<file path="config.mk">
export PLATFORM = sky130hd
export DESIGN_NAME = bl_pwm_top
export DESIGN_NICKNAME = d
export VERILOG_FILES = /design/src/rtl/bl_pwm_pkg.sv /design/src/rtl/bl_pwm_regs.sv /design/src/rtl/bl_pwm_prescaler.sv /design/src/rtl/bl_pwm_fsm.sv /design/src/rtl/bl_pwm_top.sv
export SDC_FILE = /design/constraint.sdc
export NUM_CORES = 1
export LEC_CHECK = 0
export BUFFER_PORTS_ARGS = -buffer_cell sky130_fd_sc_hd__buf_2
export CORE_MARGIN = 2
export CORE_UTILIZATION = 25
export DETAILED_ROUTE_END_ITERATION = 10
export SLEW_MARGIN = 10
export SYNTH_ARGS = -nofsm -noshare
export SYNTH_HDL_FRONTEND = slang
export SYNTH_HIERARCHICAL = 1
export SYNTH_SLANG_ARGS = --single-unit
</file>
<file path="constraint.sdc">
create_clock -name clk -period 6.5 [get_ports clk]
set_input_delay 0.65 -clock clk [delete_from_list [all_inputs] [get_ports clk]]
set_output_delay 0.65 -clock clk [all_outputs]
set_load 0.01 [all_outputs]
</file>
<file path="src/rtl/bl_pwm_pkg.sv">
package bl_pwm_pkg;
    localparam int DIV_W  = 10;
    localparam int PER_W  = 12;
    localparam int HI_W   = 13;
    localparam int DATA_W = 32;

    localparam logic [7:0] OFS_ENABLE = 8'h00;
    localparam logic [7:0] OFS_COMMIT = 8'h08;
    localparam logic [7:0] OFS_CTRL0  = 8'h10;
    localparam logic [7:0] OFS_CTRL1  = 8'h14;

    localparam int DIV_LSB = 16;
    localparam int HI_LSB  = 16;

    typedef enum logic [1:0] {
        ST_OFF  = 2'd0,
        ST_HIGH = 2'd1,
        ST_LOW  = 2'd2
    } pwm_state_e;

    typedef struct packed {
        logic [DIV_W-1:0] div;
        logic [PER_W-1:0] per;
        logic [HI_W-1:0]  hi;
    } timing_t;
endpackage

</file>
<file path="src/rtl/bl_pwm_regs.sv">
module bl_pwm_regs
    import bl_pwm_pkg::*;
#(
    parameter int ADDR_W = 8
) (
    input  logic              clk,
    input  logic              rst_n,
    input  logic [ADDR_W-1:0] bus_addr,
    input  logic              bus_wr,
    input  logic [DATA_W-1:0] bus_wdata,
    output logic [DATA_W-1:0] bus_rdata,
    output logic              en,
    output logic              bypass,
    output logic              load_req,
    output timing_t           shadow
);
    logic commit_bit;
    logic sel_en, sel_commit, sel_c0, sel_c1;

    always_comb begin
        sel_en     = (bus_addr == ADDR_W'(OFS_ENABLE));
        sel_commit = (bus_addr == ADDR_W'(OFS_COMMIT));
        sel_c0     = (bus_addr == ADDR_W'(OFS_CTRL0));
        sel_c1     = (bus_addr == ADDR_W'(OFS_CTRL1));
    end

    // Commit fires only on a 0-to-1 change of the stored strobe bit
    assign load_req = bus_wr && sel_commit && bus_wdata[0] && !commit_bit;

    always_ff @(posedge clk or negedge rst_n) begin
        if (!rst_n) begin
            en         <= 1'b0;
            bypass     <= 1'b0;
            commit_bit <= 1'b0;
            shadow     <= '0;
        end else if (bus_wr) begin
            if (sel_en)     en         <= bus_wdata[0];
            if (sel_commit) commit_bit <= bus_wdata[0];
            if (sel_c0) begin
                bypass     <= bus_wdata[0];
                shadow.div <= bus_wdata[DIV_LSB +: DIV_W];
            end
            if (sel_c1) begin
                shadow.per <= bus_wdata[PER_W-1:0];
                shadow.hi  <= bus_wdata[HI_LSB +: HI_W];
            end
        end
    end

    always_comb begin
        bus_rdata = '0;
        if (sel_en) begin
            bus_rdata[0] = en;
        end else if (sel_commit) begin
            bus_rdata[0] = commit_bit;
        end else if (sel_c0) begin
            bus_rdata[0]                  = bypass;
            bus_rdata[DIV_LSB +: DIV_W]   = shadow.div;
        end else if (sel_c1) begin
            bus_rdata[PER_W-1:0]          = shadow.per;
            bus_rdata[HI_LSB +: HI_W]     = shadow.hi;
        end
    end


    commit_pulse_chk: assert property (@(posedge clk) disable iff (!rst_n)
        load_req |=> !load_req);
endmodule

</file>
<file path="src/rtl/bl_pwm_prescaler.sv">
module bl_pwm_prescaler
    import bl_pwm_pkg::*;
(
    input  logic             clk,
    input  logic             rst_n,
    input  logic             run,
    input  logic [DIV_W-1:0] div,
    output logic             tick
);
    logic [DIV_W-1:0] cnt;

    assign tick = run && (cnt == div);

    always_ff @(posedge clk or negedge rst_n) begin
        if (!rst_n)          cnt <= '0;
        else if (!run || tick) cnt <= '0;
        else                 cnt <= cnt + 1'b1;
    end


    prescale_bound_chk: assert property (@(posedge clk) disable iff (!rst_n)
        cnt <= div);
endmodule

</file>
<file path="src/rtl/bl_pwm_fsm.sv">
module bl_pwm_fsm
    import bl_pwm_pkg::*;
(
    input  logic    clk,
    input  logic    rst_n,
    input  logic    en,
    input  logic    bypass,
    input  logic    load_req,
    input  timing_t shadow,
    input  logic    tick,
    output logic    run,
    output timing_t act,
    output logic    pwm_out
);
    pwm_state_e       state, state_n;
    logic [PER_W-1:0] ph, ph_n, ph_inc;
    logic             pending, consume;
    timing_t          nxt;

    // Values that govern the next cycle if a boundary is taken now
    assign nxt    = pending ? shadow : act;
    assign ph_inc = ph + 1'b1;
    assign run    = (state != ST_OFF);

    always_comb begin
        state_n = state;
        ph_n    = ph;
        consume = 1'b0;
        unique case (state)
            ST_OFF: begin
                ph_n = '0;
                if (en) begin
                    consume = 1'b1;
                    state_n = (nxt.hi != '0) ? ST_HIGH : ST_LOW;
                end
            end
            ST_HIGH, ST_LOW: begin
                if (!en) begin
                    state_n = ST_OFF;
                    ph_n    = '0;
                end else if (tick) begin
                    if (ph == act.per) begin
                        consume = 1'b1;
                        ph_n    = '0;
                        state_n = (nxt.hi != '0) ? ST_HIGH : ST_LOW;
                    end else begin
                        ph_n    = ph_inc;
                        state_n = ({1'b0, ph_inc} < act.hi) ? ST_HIGH : ST_LOW;
                    end
                end
            end
            default: begin
                state_n = ST_OFF;
                ph_n    = '0;
            end
        endcase
    end

    always_ff @(posedge clk or negedge rst_n) begin
        if (!rst_n) begin
            state   <= ST_OFF;
            ph      <= '0;
            pending <= 1'b0;
            act     <= '0;
        end else begin
            state   <= state_n;
            ph      <= ph_n;
            pending <= (pending && !consume) || load_req || bypass;
            if (consume) act <= nxt;
        end
    end

    always_comb begin
        pwm_out = (state == ST_HIGH);
    end


    period_bound_chk: assert property (@(posedge clk) disable iff (!rst_n)
        ph <= act.per);

    rise_at_start_chk: assert property (@(posedge clk) disable iff (!rst_n)
        $rose(pwm_out) |-> (ph == '0));

    active_hold_chk: assert property (@(posedge clk) disable iff (!rst_n)
        (run && !(tick && ph == act.per)) |=> $stable(act));

    off_low_chk: assert property (@(posedge clk) disable iff (!rst_n)
        !en |=> !pwm_out);

    full_high_chk: assert property (@(posedge clk) disable iff (!rst_n)
        (run && act.hi > {1'b0, act.per}) |-> pwm_out);
endmodule

</file>
<file path="src/rtl/bl_pwm_top.sv">
module bl_pwm_top
    import bl_pwm_pkg::*;
#(
    parameter int ADDR_W = 8
) (
    input  logic              clk,
    input  logic              rst_n,
    input  logic [ADDR_W-1:0] bus_addr,
    input  logic              bus_wr,
    input  logic [DATA_W-1:0] bus_wdata,
    output logic [DATA_W-1:0] bus_rdata,
    output logic              pwm_out
);
    logic    en, bypass, load_req, tick, run;
    timing_t shadow, act;

    bl_pwm_regs #(.ADDR_W(ADDR_W)) u_regs (
        .clk      (clk),
        .rst_n    (rst_n),
        .bus_addr (bus_addr),
        .bus_wr   (bus_wr),
        .bus_wdata(bus_wdata),
        .bus_rdata(bus_rdata),
        .en       (en),
        .bypass   (bypass),
        .load_req (load_req),
        .shadow   (shadow)
    );

    bl_pwm_prescaler u_pre (
        .clk  (clk),
        .rst_n(rst_n),
        .run  (run),
        .div  (act.div),
        .tick (tick)
    );

    bl_pwm_fsm u_fsm (
        .clk     (clk),
        .rst_n   (rst_n),
        .en      (en),
        .bypass  (bypass),
        .load_req(load_req),
        .shadow  (shadow),
        .tick    (tick),
        .run     (run),
        .act     (act),
        .pwm_out (pwm_out)
    );
endmodule

</file>
Word level (Yosys, flattened, before mapping)
Index checks and enable logic that the tools add are counted.
{"block": "totals", "ff_bits": 98, "output_inout_bits": 33, "wordCells": 77}
{"block": "op_classes", "add_sub_neg": 2, "n_lt_le_gt_ge": 1, "eq_ne": 9, "muxes": 30, "reduce_logical": 22}
{"cell": "$mux 12", "count": 5}
{"cell": "$mux 13", "count": 4}
{"cell": "$mux 11", "count": 3}
{"cell": "$mux 10", "count": 2}
{"cell": "$eq 8x5->1 const B", "count": 2}
{"cell": "$lt 12x13->1", "count": 1}
{"cell": "$reduce_bool 13->1", "count": 1}
{"cell": "$add 12x1->12 const B", "count": 1}
{"cell": "$eq 12x12->1", "count": 1}
{"cell": "$mux 2", "count": 6}
{"cell": "$reduce_and 2->1", "count": 6}
{"cell": "$add 10x1->10 const B", "count": 1}
{"cell": "$eq 10x10->1", "count": 1}
{"cell": "$eq 8x4->1 const B", "count": 1}
{"cell": "$logic_not 8->1", "count": 1}
{"cell": "$mux 1", "count": 7}
{"cell": "$logic_and 1x1->1", "count": 5}
{"cell": "$pmux 2 s2", "count": 1}
{"cell": "$logic_not 1->1", "count": 3}
{"cell": "$logic_or 1x1->1", "count": 3}
{"cell": "$mux 3", "count": 1}
{"cell": "$ne 3x3->1 const B", "count": 1}
{"cell": "$eq 2x1->1 const B", "count": 1}
{"cell": "$eq 2x2->1 const B", "count": 1}
{"cell": "5 further kinds", "count": 5}

Longest topological paths before layout
{"block": "logic_depth", "depth_word": 9, "mapped_depth": 11, "ltp_nobuf": 10}

By module
Netlist, hierarchy kept.
{"mod": "bl_pwm_fsm", "n_inst": 1, "cells_each": 234, "area_per_inst_um2": 2862.7, "seq_area_each_um2": 1251.2}
{"mod": "bl_pwm_regs", "n_inst": 1, "cells_each": 141, "area_per_inst_um2": 1926.8, "seq_area_each_um2": 950.9}
{"mod": "bl_pwm_prescaler", "n_inst": 1, "cells_each": 55, "area_per_inst_um2": 563.0, "seq_area_each_um2": 250.2}

Worst setup path after synthesis
OpenSTA, ideal clock, no wires.
{"block": "synth_path", "path_type": "register -> register", "startpoint": "register u_fsm.ph[2]", "endpoint": "register u_fsm.state[1]", "arrival_time_ps": 2500, "t_required_ps": 6380, "setup_slack_ps": 3879, "path_stages_with_launch": 11, "path_buffers": 1, "period_less_slack_ps": 2621, "cell_sequence": "dfrtp_1 > clkbuf_1 > nand3_1 > nor4_1 > and3_1 > xnor2_1 > ha_1 > a21oi_1 > o211a_1 > a221oi_1 > a31o_2"}
{"block": "synth_between", "elab_chain_cells": 7, "elab_cells_between_ends": 8}
{"element": "start: declaration", "line_no": "bl_pwm_fsm.sv:16", "text": "logic [PER_W-1:0] ph, ph_n, ph_inc;"}
{"element": "start signal: assignment", "line_no": "bl_pwm_fsm.sv:67", "text": "ph <= ph_n;"}
{"element": "$add 12x1->12", "line_no": "bl_pwm_fsm.sv:22", "text": "assign ph_inc = ph + 1'b1;"}
{"element": "$lt 12x13->1", "line_no": "bl_pwm_fsm.sv:48", "text": "state_n = ({1'b0, ph_inc} < act.hi) ? ST_HIGH : ST_LOW;"}
{"element": "$mux 2", "line_no": "bl_pwm_fsm.sv:48"}
{"element": "$mux 2 *", "line_no": "bl_pwm_fsm.sv:42", "text": "if (ph == act.per) begin"}
{"element": "$mux 2 *", "line_no": "bl_pwm_fsm.sv:41", "text": "end else if (tick) begin"}
{"element": "$mux 2 *", "line_no": "bl_pwm_fsm.sv:38", "text": "if (!en) begin"}
{"element": "$pmux 2 s2 *", "line_no": "bl_pwm_fsm.sv:29", "text": "unique case (state)"}
{"element": "end signal: assignment", "line_no": "bl_pwm_fsm.sv:66", "text": "state <= state_n;"}
{"element": "end: declaration", "line_no": "bl_pwm_fsm.sv:15", "text": "pwm_state_e state, state_n;"}
Every way passes the cells marked *; elsewhere a longest branch is shown, timed or not. The select of a mux whose other input is x is not followed.
A chain may end at the register's enable or synchronous reset.

Worst setup path in the final report
{"block": "layout_path", "startpoint": "register u_pre.cnt[2]", "endpoint": "register u_fsm/act[7] (netlist name)"}
{"block": "layout_between", "elab_chain_cells": 5}
{"element": "start: declaration", "line_no": "bl_pwm_prescaler.sv:10", "text": "logic [DIV_W-1:0] cnt;"}
{"element": "start signal: assignment", "line_no": "bl_pwm_prescaler.sv:17", "text": "else cnt <= cnt + 1'b1;"}
{"element": "$eq 10x10->1", "line_no": "bl_pwm_prescaler.sv:12", "text": "assign tick = run && (cnt == div);"}
{"element": "$logic_and 1x1->1", "line_no": "bl_pwm_prescaler.sv:12"}
{"element": "via tick", "line_no": "bl_pwm_top.sv:14", "text": "logic en, bypass, load_req, tick, run;"}
{"element": "$mux 1", "line_no": "bl_pwm_fsm.sv:41"}
{"element": "$mux 1", "line_no": "bl_pwm_fsm.sv:38"}
{"element": "$pmux 1 s2", "line_no": "bl_pwm_fsm.sv:29"}
The timed path passes the listed nets, and every way through them passes these cells.

==> impl_metrics.toml <==
[cts]
cts_buffers = 9
hold_buffers = 0
clk_pin_slew_ps = 70
insertion_delay_ps = 340
cts.root.buffer_cell = "clkbuf_16"
cts_tree = "built"
ctsResizeCount = 0
clockBufferDepth = 2
post_cts_buffers = 0
clkSinkCount = 98
cts.htree.levels = 3

[finish]
syn_to_final_growth_pct = 15.6
fin_nets = 547
drive_above_1_share = 0.332
final_common_cell = "dfrtp_1"
antenna_cells = 0
most-common-layout-cells = "dfrtp_1, buf_2, mux2_4"
fin_util = 0.294

[routing]
vias_per_cell = 4.43
drtIter0Drc = 249
drt_pass1_iterations = 4
drc = 0
antenna_left = 0
num_vias = 3390
wl_per_cell_um = 14.6
drt-total-wl_um = 11200

[place]
portBuffers = 61
place.detailed.hpwl_um = 7980
gp_congestion = 0.778

[sta]
finalSetupViolations = 0
setup_tns_ps = 0
fmax_mhz = 313
rsz0062_at_grt = "no"
fin_crit_ps = 3190
slew_headroom = 0.402
hold_viol_final = 0
fin_crit_sh = 0.491
tightest_slew_ps = 898
final_max_slew_viol_count = 0
fin_skew_ps = 9.42

[floorplan]
die_area_um2 = 22600
io_pins = 76
start_util = 0.255
rows = 53
core-area_um2 = 21000
fp.dieH_um = 150
fp.dieW_um = 150

[global_route]
grtUsageTotal = 0.102
grt_pass1_wl_um = 18000
grt_pass1_vias = 3318
grt_max_degree = 71
antenna_found_initial = 0
grt_remaining_overflow = 0

[critical_path]
cp.required_ps = 6720
worst-setup-path-type = "reg2reg"
cp-end-kind = "register"
cp-start-kind = "register"
arrival_ps = 3420
cp_max_fo = 24

[synthesis]
synth.distinct_cells = 60
async_reset_ff_frac = 1.00
synth_seq_cells = 98
synth.avg_cell_area_um2 = 12.4
synth_ff_type = "dfrtp_1"
synth_cells = 430
synth_area_um2 = 5350
synth.yosys.seq_area_share = 0.458
yosysWarnings = 6
synth_edf_count = 0

[power_and_ir_drop]
leakagePower_nw = 3.16
power.density_nw_per_um2 = 237
vdd_drop_max_uv = 115

[status]
status = "complete, no violations"

[job]
drv_cap = 0

[min_path]
min_path_type = "in2async"
-- final timing paths --
check	from	to	slack (ps)	cells past startpoint
hold reg to reg	u_pre/cnt[0]$_DFF_PN0_	u_pre/cnt[0]$_DFF_PN0_	500	1
setup reg to reg	u_pre/cnt[2]$_DFF_PN0_	u_fsm/act[7]$_DFFE_PN0P_	3310	8
setup / recovery	u_pre/cnt[2]$_DFF_PN0_	u_fsm/act[7]$_DFFE_PN0P_	3310	8
max in group asynchronous	rst_n	u_regs/shadow[10]$_DFFE_PN0P_	5050	2
hold / removal	rst_n	u_fsm/act[27]$_DFFE_PN0P_	220	1
min in group clk	u_pre/cnt[0]$_DFF_PN0_	u_pre/cnt[0]$_DFF_PN0_	500	1
-- layer usage --
layer	GRT usage	vias up	wire (um)
met5	0	-	0
met4	0.0486	0	268
met3	0.0127	16	371
met2	0.160	71	5300
met1	0.139	1672	5250
li1	-	1631	-
-- area by class of cell --
class	count	area, um^2
clock buffers	12	267
clock inverters	3	46.3
fillers	2142	14800
inverters	18	67.6
multi-input cells	297	2690
flip-flops and latches	98	2450
well taps	275	344
repair buffers	63	323
-- synthesized netlist by cell type, drive strengths merged (2+ instances only) --
library cell / instances / area, um^2
nand2: 14 / 52.6
a21boi: 2 / 15.0
dfrtp: 98 / 2450
a31oi: 3 / 18.8
nand3b: 2 / 15.0
nor4: 7 / 71.3
nor3b: 3 / 27.5
and2: 14 / 87.6
a32o: 9 / 90.1
nor2: 26 / 97.6
xnor2: 19 / 166
o211ai: 2 / 15.0
o21ai: 4 / 20.0
xor2: 21 / 184
a21oi: 3 / 15.0
ha: 17 / 213
buf: 16 / 140
mux2i: 11 / 110
and3: 8 / 51.3
inv: 18 / 67.6
nor2b: 2 / 12.5
o31ai: 2 / 28.8
nand3: 17 / 90.1
clkbuf: 7 / 26.3
mux2: 74 / 1020
nand4: 7 / 58.8
or4: 4 / 30.0
-- power breakdown --
part	internal (W)	leakage [nW]	switching [W]
sequential	0.000641	1.36	0.0000348
combinational	0.000105	1.65	0.000134
clock	0.000329	0.151	0.000226
-- per-stage QoR --
step           worst slack (ps)  hold WS [ps]  instances  cell area (um^2)  total power, W
2_1_floorplan              3880           354        436              5380        0.000853
3_3_place_gp               3350           493        751              5880        0.000925
3_5_place_dp               3320           498        751              5880        0.000927
4_1_cts                    3310           226        766              6190         0.00149
5_1_grt                    3060           230        766              6190         0.00154
6_report                   3310           218        766              6190         0.00147
-- cells by family (layout without fill, tap and decap cells) --
logic type / count (synthesis) / count (layout) / synth area share
AO/OA/AOI/OAI: 37 / 37 / 0.0573
XOR/XNOR: 40 / 40 / 0.0655
multiplexers: 85 / 85 / 0.211
adder cells (fa/ha/maj): 17 / 17 / 0.0397
other: 1 / 7 / 0.000701
AND/OR/NAND/NOR: 111 / 111 / 0.124
buffers and inverters: 41 / 96 / 0.0437
flip-flops: 98 / 98 / 0.458
-- flip-flops by register name, indices dropped and copies added, names as in the netlist --
| register | cells |
|---|---|
| u_fsm/pending | 1 |
| u_regs/commit_bit | 1 |
| u_regs/shadow | 35 |
| u_fsm/act | 35 |
| u_pre/cnt | 10 |
| u_fsm/ph | 12 |
| u_regs/en | 1 |
| u_regs/bypass | 1 |
| u_fsm/state | 2 |
-- worst max-delay path, stage by stage, from the launching register on --
cell	delay (ps)
dfrtp_1	450
xnor2_1	230
nand4_1	210
nor4_1	730
and3_1	350
nand2_1	70
o21a_2	350
buf_4	330
mux2_4	340
No activity file was read; power rests on OpenSTA's default activity.
